[src/rtl/rps_pkg.sv]
package rps_pkg;
  typedef enum logic [1:0] {
    GRP_POL  = 2'b00,
    GRP_BRE  = 2'b01,
    GRP_LINK = 2'b10,
    GRP_PART = 2'b11
  } grp_e;
endpackage

[src/rtl/rps_sticky.sv]
module rps_sticky #(
  parameter int N = 9
) (
  input  logic         clk,
  input  logic         rst,
  input  logic [N-1:0] set_i,
  input  logic [N-1:0] clr_i,
  output logic [N-1:0] q_o
);
  always_ff @(posedge clk) begin
    if (rst) q_o <= '0;
    else     q_o <= (q_o & ~clr_i) | set_i;
  end


  sticky_keep_chk: assert property (@(posedge clk) disable iff (rst)
    (set_i != '0) |=> ((q_o & $past(set_i)) == $past(set_i)));


  sticky_clr_chk: assert property (@(posedge clk) disable iff (rst)
    ((clr_i & ~set_i) != '0) |=> ((q_o & $past(clr_i & ~set_i)) == '0));
endmodule

[src/rtl/rps_scan.sv]
module rps_scan
  import rps_pkg::*;
#(
  parameter int FRAME = 9
) (
  input  logic             clk,
  input  logic             rst,
  input  logic             en_i,
  input  logic             stb_i,
  input  logic [1:0]       sel_i,
  input  logic [FRAME-1:0] pol_grp_i,
  input  logic [FRAME-1:0] bre_grp_i,
  input  logic [FRAME-1:0] link_grp_i,
  input  logic [FRAME-1:0] part_grp_i,
  output logic             bit_o,
  output logic             clr_sqe_o,
  output logic             clr_lpbk_o,
  output logic [FRAME-1:0] clr_bre_o
);
  localparam int IDX_W = $clog2(FRAME);

  logic [IDX_W-1:0] idx_q;
  grp_e             sel_q;
  grp_e             sel_eff;
  logic             fire;
  logic [FRAME-1:0] grp_vec;

  assign fire    = en_i && stb_i;
  assign sel_eff = (idx_q == '0) ? grp_e'(sel_i) : sel_q;

  always_comb begin
    unique case (sel_eff)
      GRP_POL:  grp_vec = pol_grp_i;
      GRP_BRE:  grp_vec = bre_grp_i;
      GRP_LINK: grp_vec = link_grp_i;
      default:  grp_vec = part_grp_i;
    endcase
  end

  assign bit_o      = grp_vec[idx_q];
  assign clr_sqe_o  = fire && (sel_eff == GRP_POL)  && (idx_q == '0);
  assign clr_lpbk_o = fire && (sel_eff == GRP_LINK) && (idx_q == '0);

  for (genvar i = 0; i < FRAME; i++) begin : g_clr
    assign clr_bre_o[i] = fire && (sel_eff == GRP_BRE) && (idx_q == IDX_W'(i));
  end

  always_ff @(posedge clk) begin
    if (rst) begin
      idx_q <= '0;
      sel_q <= GRP_POL;
    end else if (fire) begin
      if (idx_q == '0) sel_q <= grp_e'(sel_i);
      idx_q <= (idx_q == IDX_W'(FRAME-1)) ? '0 : idx_q + 1'b1;
    end
  end


  idx_wrap_chk: assert property (@(posedge clk) disable iff (rst)
    (fire && idx_q == IDX_W'(FRAME-1)) |=> (idx_q == '0));


  idx_range_chk: assert property (@(posedge clk) disable iff (rst)
    idx_q < IDX_W'(FRAME));


  sel_hold_chk: assert property (@(posedge clk) disable iff (rst)
    (fire && idx_q != '0) |=> $stable(sel_q));
endmodule

[src/rtl/rps_verstub.sv]
module rps_verstub #(
  parameter int         CMD_W = 8,
  parameter logic [7:0] QUERY = 8'hFF,
  parameter logic [7:0] REPLY = 8'h01
) (
  input  logic clk,
  input  logic rst,
  input  logic en_i,
  input  logic stb_i,
  input  logic din_i,
  output logic bit_o
);
  localparam int CNT_W = $clog2(CMD_W + 1);

  logic [CMD_W-1:0] cmd_q;
  logic [CMD_W-1:0] rsp_q;
  logic [CNT_W-1:0] rx_cnt_q;
  logic [CNT_W-1:0] tx_cnt_q;
  logic [CMD_W-1:0] cmd_nxt;

  assign cmd_nxt = {cmd_q[CMD_W-2:0], din_i};
  assign bit_o   = (tx_cnt_q != '0) ? rsp_q[CMD_W-1] : 1'b0;

  always_ff @(posedge clk) begin
    if (rst) begin
      cmd_q    <= '0;
      rsp_q    <= '0;
      rx_cnt_q <= '0;
      tx_cnt_q <= '0;
    end else if (en_i && stb_i) begin
      if (tx_cnt_q != '0) begin
        rsp_q    <= {rsp_q[CMD_W-2:0], 1'b0};
        tx_cnt_q <= tx_cnt_q - 1'b1;
      end else begin
        cmd_q <= cmd_nxt;
        if (rx_cnt_q == CNT_W'(CMD_W-1)) begin
          rx_cnt_q <= '0;
          if (cmd_nxt == QUERY[CMD_W-1:0]) begin
            rsp_q    <= REPLY[CMD_W-1:0];
            tx_cnt_q <= CNT_W'(CMD_W);
          end
        end else begin
          rx_cnt_q <= rx_cnt_q + 1'b1;
        end
      end
    end
  end


  rsp_count_chk: assert property (@(posedge clk) disable iff (rst)
    (en_i && stb_i && tx_cnt_q != '0) |=> (tx_cnt_q == $past(tx_cnt_q) - 1'b1));


  rx_idle_chk: assert property (@(posedge clk) disable iff (rst)
    (tx_cnt_q != '0) |-> (rx_cnt_q == '0));
endmodule

[src/rtl/port_status_scanner.sv]
module port_status_scanner
  import rps_pkg::*;
#(
  parameter int NUM_TP = 8
) (
  input  logic              clk,
  input  logic              rst,
  input  logic              test_strap,
  input  logic              sel_lo,
  input  logic              sel_hi,
  input  logic              stb,
  input  logic              aui_sqe_evt,
  input  logic              aui_lpbk_evt,
  input  logic [NUM_TP:0]   bre_evt,
  input  logic [NUM_TP-1:0] tp_link,
  input  logic [NUM_TP-1:0] tp_pol_rev,
  input  logic [NUM_TP:0]   part,
  output logic              so,
  output logic              min_mode,
  output logic              pol_corr_en
);
  localparam int FRAME = NUM_TP + 1;

  logic             pol_opt_q;
  logic [1:0]       aui_q;
  logic [FRAME-1:0] bre_q;
  logic             scan_bit, ver_bit;
  logic             clr_sqe, clr_lpbk;
  logic [FRAME-1:0] clr_bre;

  always_ff @(posedge clk) begin
    if (rst) begin
      min_mode  <= test_strap;
      pol_opt_q <= sel_lo;
    end
  end

  assign pol_corr_en = min_mode && pol_opt_q;

  rps_sticky #(.N(2)) u_aui_sticky (
    .clk(clk), .rst(rst),
    .set_i({aui_lpbk_evt, aui_sqe_evt}),
    .clr_i({clr_lpbk, clr_sqe}),
    .q_o(aui_q)
  );

  rps_sticky #(.N(FRAME)) u_bre_sticky (
    .clk(clk), .rst(rst),
    .set_i(bre_evt), .clr_i(clr_bre), .q_o(bre_q)
  );

  rps_scan #(.FRAME(FRAME)) u_scan (
    .clk(clk), .rst(rst), .en_i(min_mode), .stb_i(stb),
    .sel_i({sel_hi, sel_lo}),
    .pol_grp_i({tp_pol_rev, aui_q[0]}),
    .bre_grp_i(bre_q),
    .link_grp_i({tp_link, aui_q[1]}),
    .part_grp_i(part),
    .bit_o(scan_bit),
    .clr_sqe_o(clr_sqe), .clr_lpbk_o(clr_lpbk), .clr_bre_o(clr_bre)
  );

  rps_verstub #(.CMD_W(8)) u_ver (
    .clk(clk), .rst(rst), .en_i(!min_mode), .stb_i(stb),
    .din_i(sel_lo), .bit_o(ver_bit)
  );

  always_ff @(posedge clk) begin
    if (rst)      so <= 1'b0;
    else if (stb) so <= min_mode ? scan_bit : ver_bit;
  end


  so_rst_chk: assert property (@(posedge clk) rst |=> !so);


  mode_strap_chk: assert property (@(posedge clk) disable iff (rst)
    $past(rst) |-> (min_mode == $past(test_strap)));


  mode_hold_chk: assert property (@(posedge clk) disable iff (rst)
    !$past(rst) |-> $stable(min_mode));


  pol_mode_chk: assert property (@(posedge clk) disable iff (rst)
    pol_corr_en |-> min_mode);
endmodule

[config.mk]
export PLATFORM = sky130hd
export DESIGN_NAME = port_status_scanner
export DESIGN_NICKNAME = d
export VERILOG_FILES = /design/src/rtl/rps_pkg.sv /design/src/rtl/rps_sticky.sv /design/src/rtl/rps_scan.sv /design/src/rtl/rps_verstub.sv /design/src/rtl/port_status_scanner.sv
export SDC_FILE = /design/constraint.sdc
export NUM_CORES = 1
export LEC_CHECK = 0
export ABC_AREA = 1
export BUFFER_PORTS_ARGS = -buffer_cell sky130_fd_sc_hd__buf_4
export CAP_MARGIN = 20
export CORE_ASPECT_RATIO = 0.75
export CORE_MARGIN = 2
export CORE_UTILIZATION = 30
export DETAILED_ROUTE_END_ITERATION = 10
export PLACE_DENSITY = 0.45
export SLEW_MARGIN = 15
export SYNTH_ARGS = -nofsm -noshare
export SYNTH_HDL_FRONTEND = slang
export SYNTH_SLANG_ARGS = --single-unit
[constraint.sdc]
create_clock -name clk -period 2.5 [get_ports clk]
set_input_delay 0.125 -clock clk [delete_from_list [all_inputs] [get_ports clk]]
set_output_delay 0.125 -clock clk [all_outputs]
set_load 0.02 [all_outputs]
==> results.yml, run 1 <==
run_status:
  status: "completed"
routing:
  viasPerCell: 4.67
  drt_first_iter_violations: 117
  detail_route.wl_per_cell_um: 13.7
  vias: 2199
  routed_wl_um: 6470
  ant_nets: 0
  drc: 0
  first_pass_iters: 4
synthesis:
  synth.most_common_cell: "nand2_1"
  syn_area_per_cell_sq_um: 6.97
  synth_flop_cell: "dfxtp_1"
  synthArstFlopShare_pct: 0
  synth_top_family_by_area: "simple AND/OR/NAND/NOR gates"
  synth_xor_area_share_pct: 1.16
  synth_top_area_share_pct: 36.3
  ys_seq_elements: 43
  synth.area.top_cells: "dfxtp_1, nand2_1, nand3_1"
  synth_compound_area_share_pct: 16.5
  synth_area_sq_mm: 0.00226
  synthDistinctLibCells: 33
  synth_edf_count: 2
  synth_adder_area_share_pct: 2.77
  synthMuxAreaShare_pct: 0
  synthSimpleGateAreaFrac_pct: 31.6
  synth_commonest_cells: "nand2_1, dfxtp_1, nand3_1"
  yosys.area.top_type: "dfxtp_1"
  syn_inst: 324
  synth_fp_nets: 371
  ys_seq_area_share_pct: 39.0
  yosys_warnings: 0
sta:
  setup_tns_ps: 0
  setup_violations: 0
  slew_headroom_pct: 60.9
  min_period_over_period_pct: 85.3
  grt_setup_unrepaired: "false"
  final-hold-violation-count: 0
  slew_violations: 0
  tightest_slew_ps: 581
  fin_skew_ps: 9.47
  max_freq_mhz: 469
  fin_crit_ps: 2130
floorplanning:
  dieArea_sq_mm: 0.00825
  io_pins: 45
  design.core.area_sq_mm: 0.00733
  rows: 27
  die_y_um: 79.2
  die_x_um: 104
  start_util_pct: 30.8
worst_setup_path:
  end_kind: "flip-flop"
  crit_type: "reg2reg"
  worstPathRequired_ps: 2670
  crit_arrival_ps: 2310
  critPathMaxFanout: 13
  start_kind: "flip-flop"
final_layout:
  design_area_sq_mm: 0.00279
  area_delta_synth_final_pct: 23.4
  final_layout_size_suffix_gt1_share_pct: 20.0
  layout.nets: 417
  num-fill-cells: 811
  diodes: 0
placed_design:
  placed_cell_area_sq_mm: 0.00269
  io_buffers: 44
  dpl.hpwl_um: 4850
  gp_congestion: 0.889
global_routing:
  first_global_vias: 1962
  grt_pass1_wl_um: 10200
  grt_use_total_pct: 15.9
  overflow: 0
  antenna_found_initial: 0
  grt_max_degree: 29
clock_tree:
  clk_path_buf_depth: 2
  clk_pin_slew_worst_paths_ps: 80
  cts_tree: "built"
  postCtsSetupBuffers: 0
  cts-htree-levels: 2
  root_buffer: "clkbuf_8"
  cts_sinks: 43
  cts_inserted_buffers: 5
  worstSkewPairLatency_ps: 300
pwr:
  p_sw_share_pct: 30.0
  comb_power_share_pct: 21.0
  p_leak_nw: 1.21
  power.density_mw_per_mm2: 548
  pwr-share-seq_pct: 48.9
  peakVddDrop_uv: 200
  p_int_w: 0.00107
  p_switching_w: 0.000459
  clock_power_share_pct: 30.0
hold_path:
  hp-class: "in2reg"
job:
  cap_viol_max_count: 0
## stage by stage
step | worst slack, ps | utilization, % | std cells | hold WS (ps) | power, W
final | 367 | 38.0 | 471 | 24.2 | 0.00153
after global routing | 98.7 | 38.0 | 471 | 25.9 | 0.00161
after floorplan | 481 | - | 324 | 224 | 0.000968
after global placement | 300 | 36.6 | 463 | 307 | 0.00108
after detailed placement | 256 | 36.6 | 463 | 312 | 0.00108
after CTS | 243 | 38.0 | 471 | 28.4 | 0.00154
## final timing paths
kind                                       from                   to  slack [ps]  cells after the start
worst max-delay path            u_scan.idx_q[1]                   so         370                     13
worst min-delay path                 bre_evt[1]  u_bre_sticky.q_o[1]          20                      3
worst max register to register  u_scan.idx_q[1]                   so         370                     13
worst min register to register   u_ver.rsp_q[5]       u_ver.rsp_q[5]         470                      2
## flip-flops by register name (all words and copies together) (netlist names)
name and flops:
min_mode 1, pol_opt_q 1, so 1, u_aui_sticky.q_o 2, u_bre_sticky.q_o 9, u_scan.idx_q 4
u_scan.sel_q 2, u_ver.cmd_q 7, u_ver.rsp_q 8, u_ver.rx_cnt_q 4, u_ver.tx_cnt_q 4
## layout make-up
type	count	area [sq um]	area share (%)
Multi-Input combinational cell	233	1180	42.4
Sequential cell	43	881	31.6
Timing Repair Buffer	49	370	13.3
Inverter	38	143	5.11
Tap cell	101	126	4.53
Clock buffer	6	82.6	2.96
Clock inverter	1	5.00	0.179
## cells in the final DEF, fill, tap and decap left out, drive strengths merged
| master | Yosys | layout |
|---|---|---|
| nand4 | 3 | 3 |
| edfxtp | 2 | 2 |
| dfxtp | 41 | 41 |
| nand2 | 67 | 67 |
| a21oi | 30 | 30 |
| clkbuf | 5 | 6 |
| nor3 | 3 | 3 |
| o21a | 1 | 1 |
| o31ai | 4 | 4 |
| nand3 | 40 | 40 |
| a31oi | 1 | 1 |
| a211oi | 1 | 1 |
| a32oi | 1 | 1 |
| xor2 | 3 | 3 |
| dlygate4sd3 | 0 | 1 |
| inv | 37 | 37 |
| o21ai | 31 | 31 |
| ha | 5 | 5 |
| o211ai | 1 | 1 |
| clkinv | 1 | 2 |
| buf | 5 | 48 |
| nand3b | 1 | 1 |
| or2 | 2 | 2 |
| nor4 | 2 | 2 |
| nor2 | 37 | 37 |
## cells by family (layout without fill, tap and decap cells)
kind of cell             count (synthesis)  count (layout)
AND/OR/NAND/NOR                        155             155
XOR/XNOR                                 3               3
adder cells (fa/ha/maj)                  5               5
flip-flops                              43              43
AO/OA/AOI/OAI                           70              70
buffers and inverters                   48              94
## critical path, cell delays in order (launching register included)
cell and delay [ps]:
dfxtp_1 360, inv_1 140, ha_2 320, nand3_1 120, nand2_2 280, nand2_2 170
o21ai_0 190, inv_1 60, nand2_1 60, nand2_1 60, nand2_1 60, nand3_1 60
nand3_1 90, a21oi_1 60
## power by group through the flow
stage | Clock, W | Sequential, W | Combinational (W)
after floorplan | 0 | 0.000760 | 0.000208
after global placement | 0 | 0.000764 | 0.000320
after detailed placement | 0 | 0.000764 | 0.000317
after CTS | 0.000473 | 0.000748 | 0.000319
after global routing | 0.000501 | 0.000752 | 0.000362
final | 0.000459 | 0.000748 | 0.000322
## routing by layer
metal / share of wire (%) / track usage [%] / vias to the layer above
li1: - / - / 1160
met1: 58 / 25.7 / 988
met2: 36 / 20.5 / 46
met3: 4.8 / 3.04 / 5
met4: 0.82 / 4.05 / 0
met5: 0 / 0 / -
## what timing repair did
action | 4_1_cts | 5_1_grt
resized for setup | 0 | 2
hold endpoints to repair | 1 | 0
endpoints found under the setup margin | 0 | 1
hold buffers | 1 | 0
Power figures use the tool's default switching activity.
==> run 2, diff against run 1 <==
--- a/config.mk
+++ b/config.mk
@@ -10,9 +10,9 @@
 export CAP_MARGIN = 20
 export CORE_ASPECT_RATIO = 0.75
 export CORE_MARGIN = 2
-export CORE_UTILIZATION = 30
+export CORE_UTILIZATION = 25
 export DETAILED_ROUTE_END_ITERATION = 10
-export PLACE_DENSITY = 0.45
+export PLACE_DENSITY = 0.39
 export SLEW_MARGIN = 15
 export SYNTH_ARGS = -nofsm -noshare
 export SYNTH_HDL_FRONTEND = slang
==> run 2 against run 1 <==
Against the previous run: register-to-register slack got worse by 180 ps; wire length shrank 3.4%; total power increased by 14%; first-iteration DRC count rose by 14%; die area is 19% higher; clock skew decreased by 3.1 ps; non-clock buffer count down 2; sequential power about the same; sequential cell count is the same; utilization is 6.2 points lower; worst hold slack worse by 9.0 ps; largest cell class unchanged; highest routed layer unchanged.
==> results.yml, run 2 (same netlist as run 1, synthesis figures left out) <==
hold_path:
  min_to: "min_mode"
  min_from: "test_strap"
  hp-class: "in2reg"
  hold_depth: 1
sta:
  slew_violations: 0
  setup_ws_ps: 184
  fin_crit_ps: 2320
  max_freq_mhz: 432
  min_period_over_period_pct: 92.6
  setup_tns_ps: 0
  setup_violations: 0
  grt_setup_unrepaired: "false"
  tightest_slew_ps: 679
  fin_skew_ps: 6.35
  final-hold-violation-count: 0
  slew_headroom_pct: 54.3
clock_tree:
  cts_hold_buf: 0
  clk_path_buf_depth: 2
  cts_sinks: 43
  worstSkewPairLatency_ps: 290
  clk_pin_slew_worst_paths_ps: 70
  root_buffer: "clkbuf_16"
  cts_tree: "built"
  ctsResizeCount: 0
  cts-htree-levels: 2
  postCtsSetupBuffers: 0
  cts_inserted_buffers: 5
final_layout:
  final_common_cell: "nand2_1"
  reg_top3: "u_bre_sticky.q_o: 9 flops, u_ver.rsp_q: 8 flops, u_ver.cmd_q: 7 flops"
  design_area_sq_mm: 0.00285
  layout_common_cells: "nand2_1, buf_4, dfxtp_1"
  largest_reg_flops: 9
  area_delta_synth_final_pct: 26.0
  diodes: 0
  largest_register: "u_bre_sticky.q_o"
  layout.nets: 415
  final_layout_size_suffix_gt1_share_pct: 19.5
worst_setup_path:
  path_cells: "inv_1 -> ha_1 -> nand3b_1 -> nand2_1 -> nand2_1 -> nand2_1 -> nand2_1 -> nand2_1 -> nand2_1 -> nand2_1 -> nand2_1 -> nand3_1 -> nand3_1 -> a21oi_1"
  worst_r2r_path_depth: 14
  slowest_stage: "ha_1"
  crit_family: "simple AND/OR/NAND/NOR gates"
  cp.depth: 14
  crit_arrival_ps: 2530
  r2r_end: "so"
  worstPathRequired_ps: 2720
  worst_path_most_repeated_cell: "nand2_1"
  end_kind: "flip-flop"
  critPathMaxFanout: 11
  crit_type: "reg2reg"
  regToRegStartpoint: "u_scan.idx_q[1]"
  start_kind: "flip-flop"
  critPathMaxStageDelay_ps: 400
  cp_num_buf_inv: 1
  r2r_slack_ps: 180
routing:
  detail_route.wl_per_cell_um: 13.0
  routed_wl_um: 6250
  first_pass_iters: 4
  vias: 2168
  ant_nets: 0
  drt_first_iter_violations: 133
  drc: 0
  viasPerCell: 4.51
global_routing:
  grt_pass1_wl_um: 10000
  first_global_vias: 1975
  grt_use_total_pct: 12.9
  antenna_found_initial: 0
  grt_max_degree: 29
  overflow: 0
run_status:
  status: "completed"
placed_design:
  placed_cell_area_sq_mm: 0.00269
  dpl.hpwl_um: 4760
  io_buffers: 44
  gp_congestion: 0.856
  dp_slack_ps: 235
floorplanning:
  rows: 30
  design.core.area_sq_mm: 0.00893
  die_x_um: 114
  start_util_pct: 25.3
  die_y_um: 86.3
  io_pins: 45
  dieArea_sq_mm: 0.00982
job:
  cap_viol_max_count: 0
pwr:
  p_leak_nw: 1.23
  total_power_w: 0.00174
  peakVddDrop_uv: 261
  power.density_mw_per_mm2: 610
## run 2: how the worst max path moves through the flow
stage,from,end,slack (ps)
2_1_floorplan,u_scan.idx_q[0],u_bre_sticky.q_o[2],480
5_1_grt,u_scan.idx_q[1],so,9
4_1_cts,u_scan.idx_q[1],so,210
3_3_place_gp,u_scan.idx_q[1],so,250
6_report,u_scan.idx_q[1],so,180
3_5_place_dp,u_scan.idx_q[1],so,230
## run 2: power breakdown
group          switching (W)  internal [W]  leakage, nW
Combinational       0.000189      0.000126        0.799
Sequential         0.0000236      0.000723        0.356
Clock               0.000277      0.000399       0.0731
Total               0.000490       0.00125         1.23
## run 2: final cells by class
| cell class | instances | area (sq um) |
|---|---|---|
| clock inverter | 2 | 16.3 |
| tap | 112 | 140 |
| timing repair buffer | 47 | 353 |
| sequential | 43 | 881 |
| inverter | 38 | 143 |
| fill | 1003 | 6090 |
| multi-input combinational | 233 | 1180 |
| clock buffer | 6 | 139 |
## run 2: through the flow
step,cells,hold slack [ps],utilization (%)
3_3_place_gp,473,304,30.1
6_report,481,15.2,31.9
3_5_place_dp,473,306,30.1
2_1_floorplan,324,224,-
5_1_grt,481,4.00,31.9
4_1_cts,481,8.86,31.9
## run 2: per-layer routing
layer / global-route usage [%] / vias up / wire length [um]
met5: 0 / - / 0
li1: - / 1158 / -
met2: 16.5 / 48 / 2340
met4: 2.99 / 0 / 51
met1: 21.2 / 957 / 3610
met3: 2.66 / 5 / 253
## run 2: worst reg2reg max path, delay by kind of cell, from the launching register on
kind            cells  cell delay, ps
compound gates      1             130
flops               1             350
buf+inv             1             140
fa+ha+maj           1             400
simple gates       11            1220
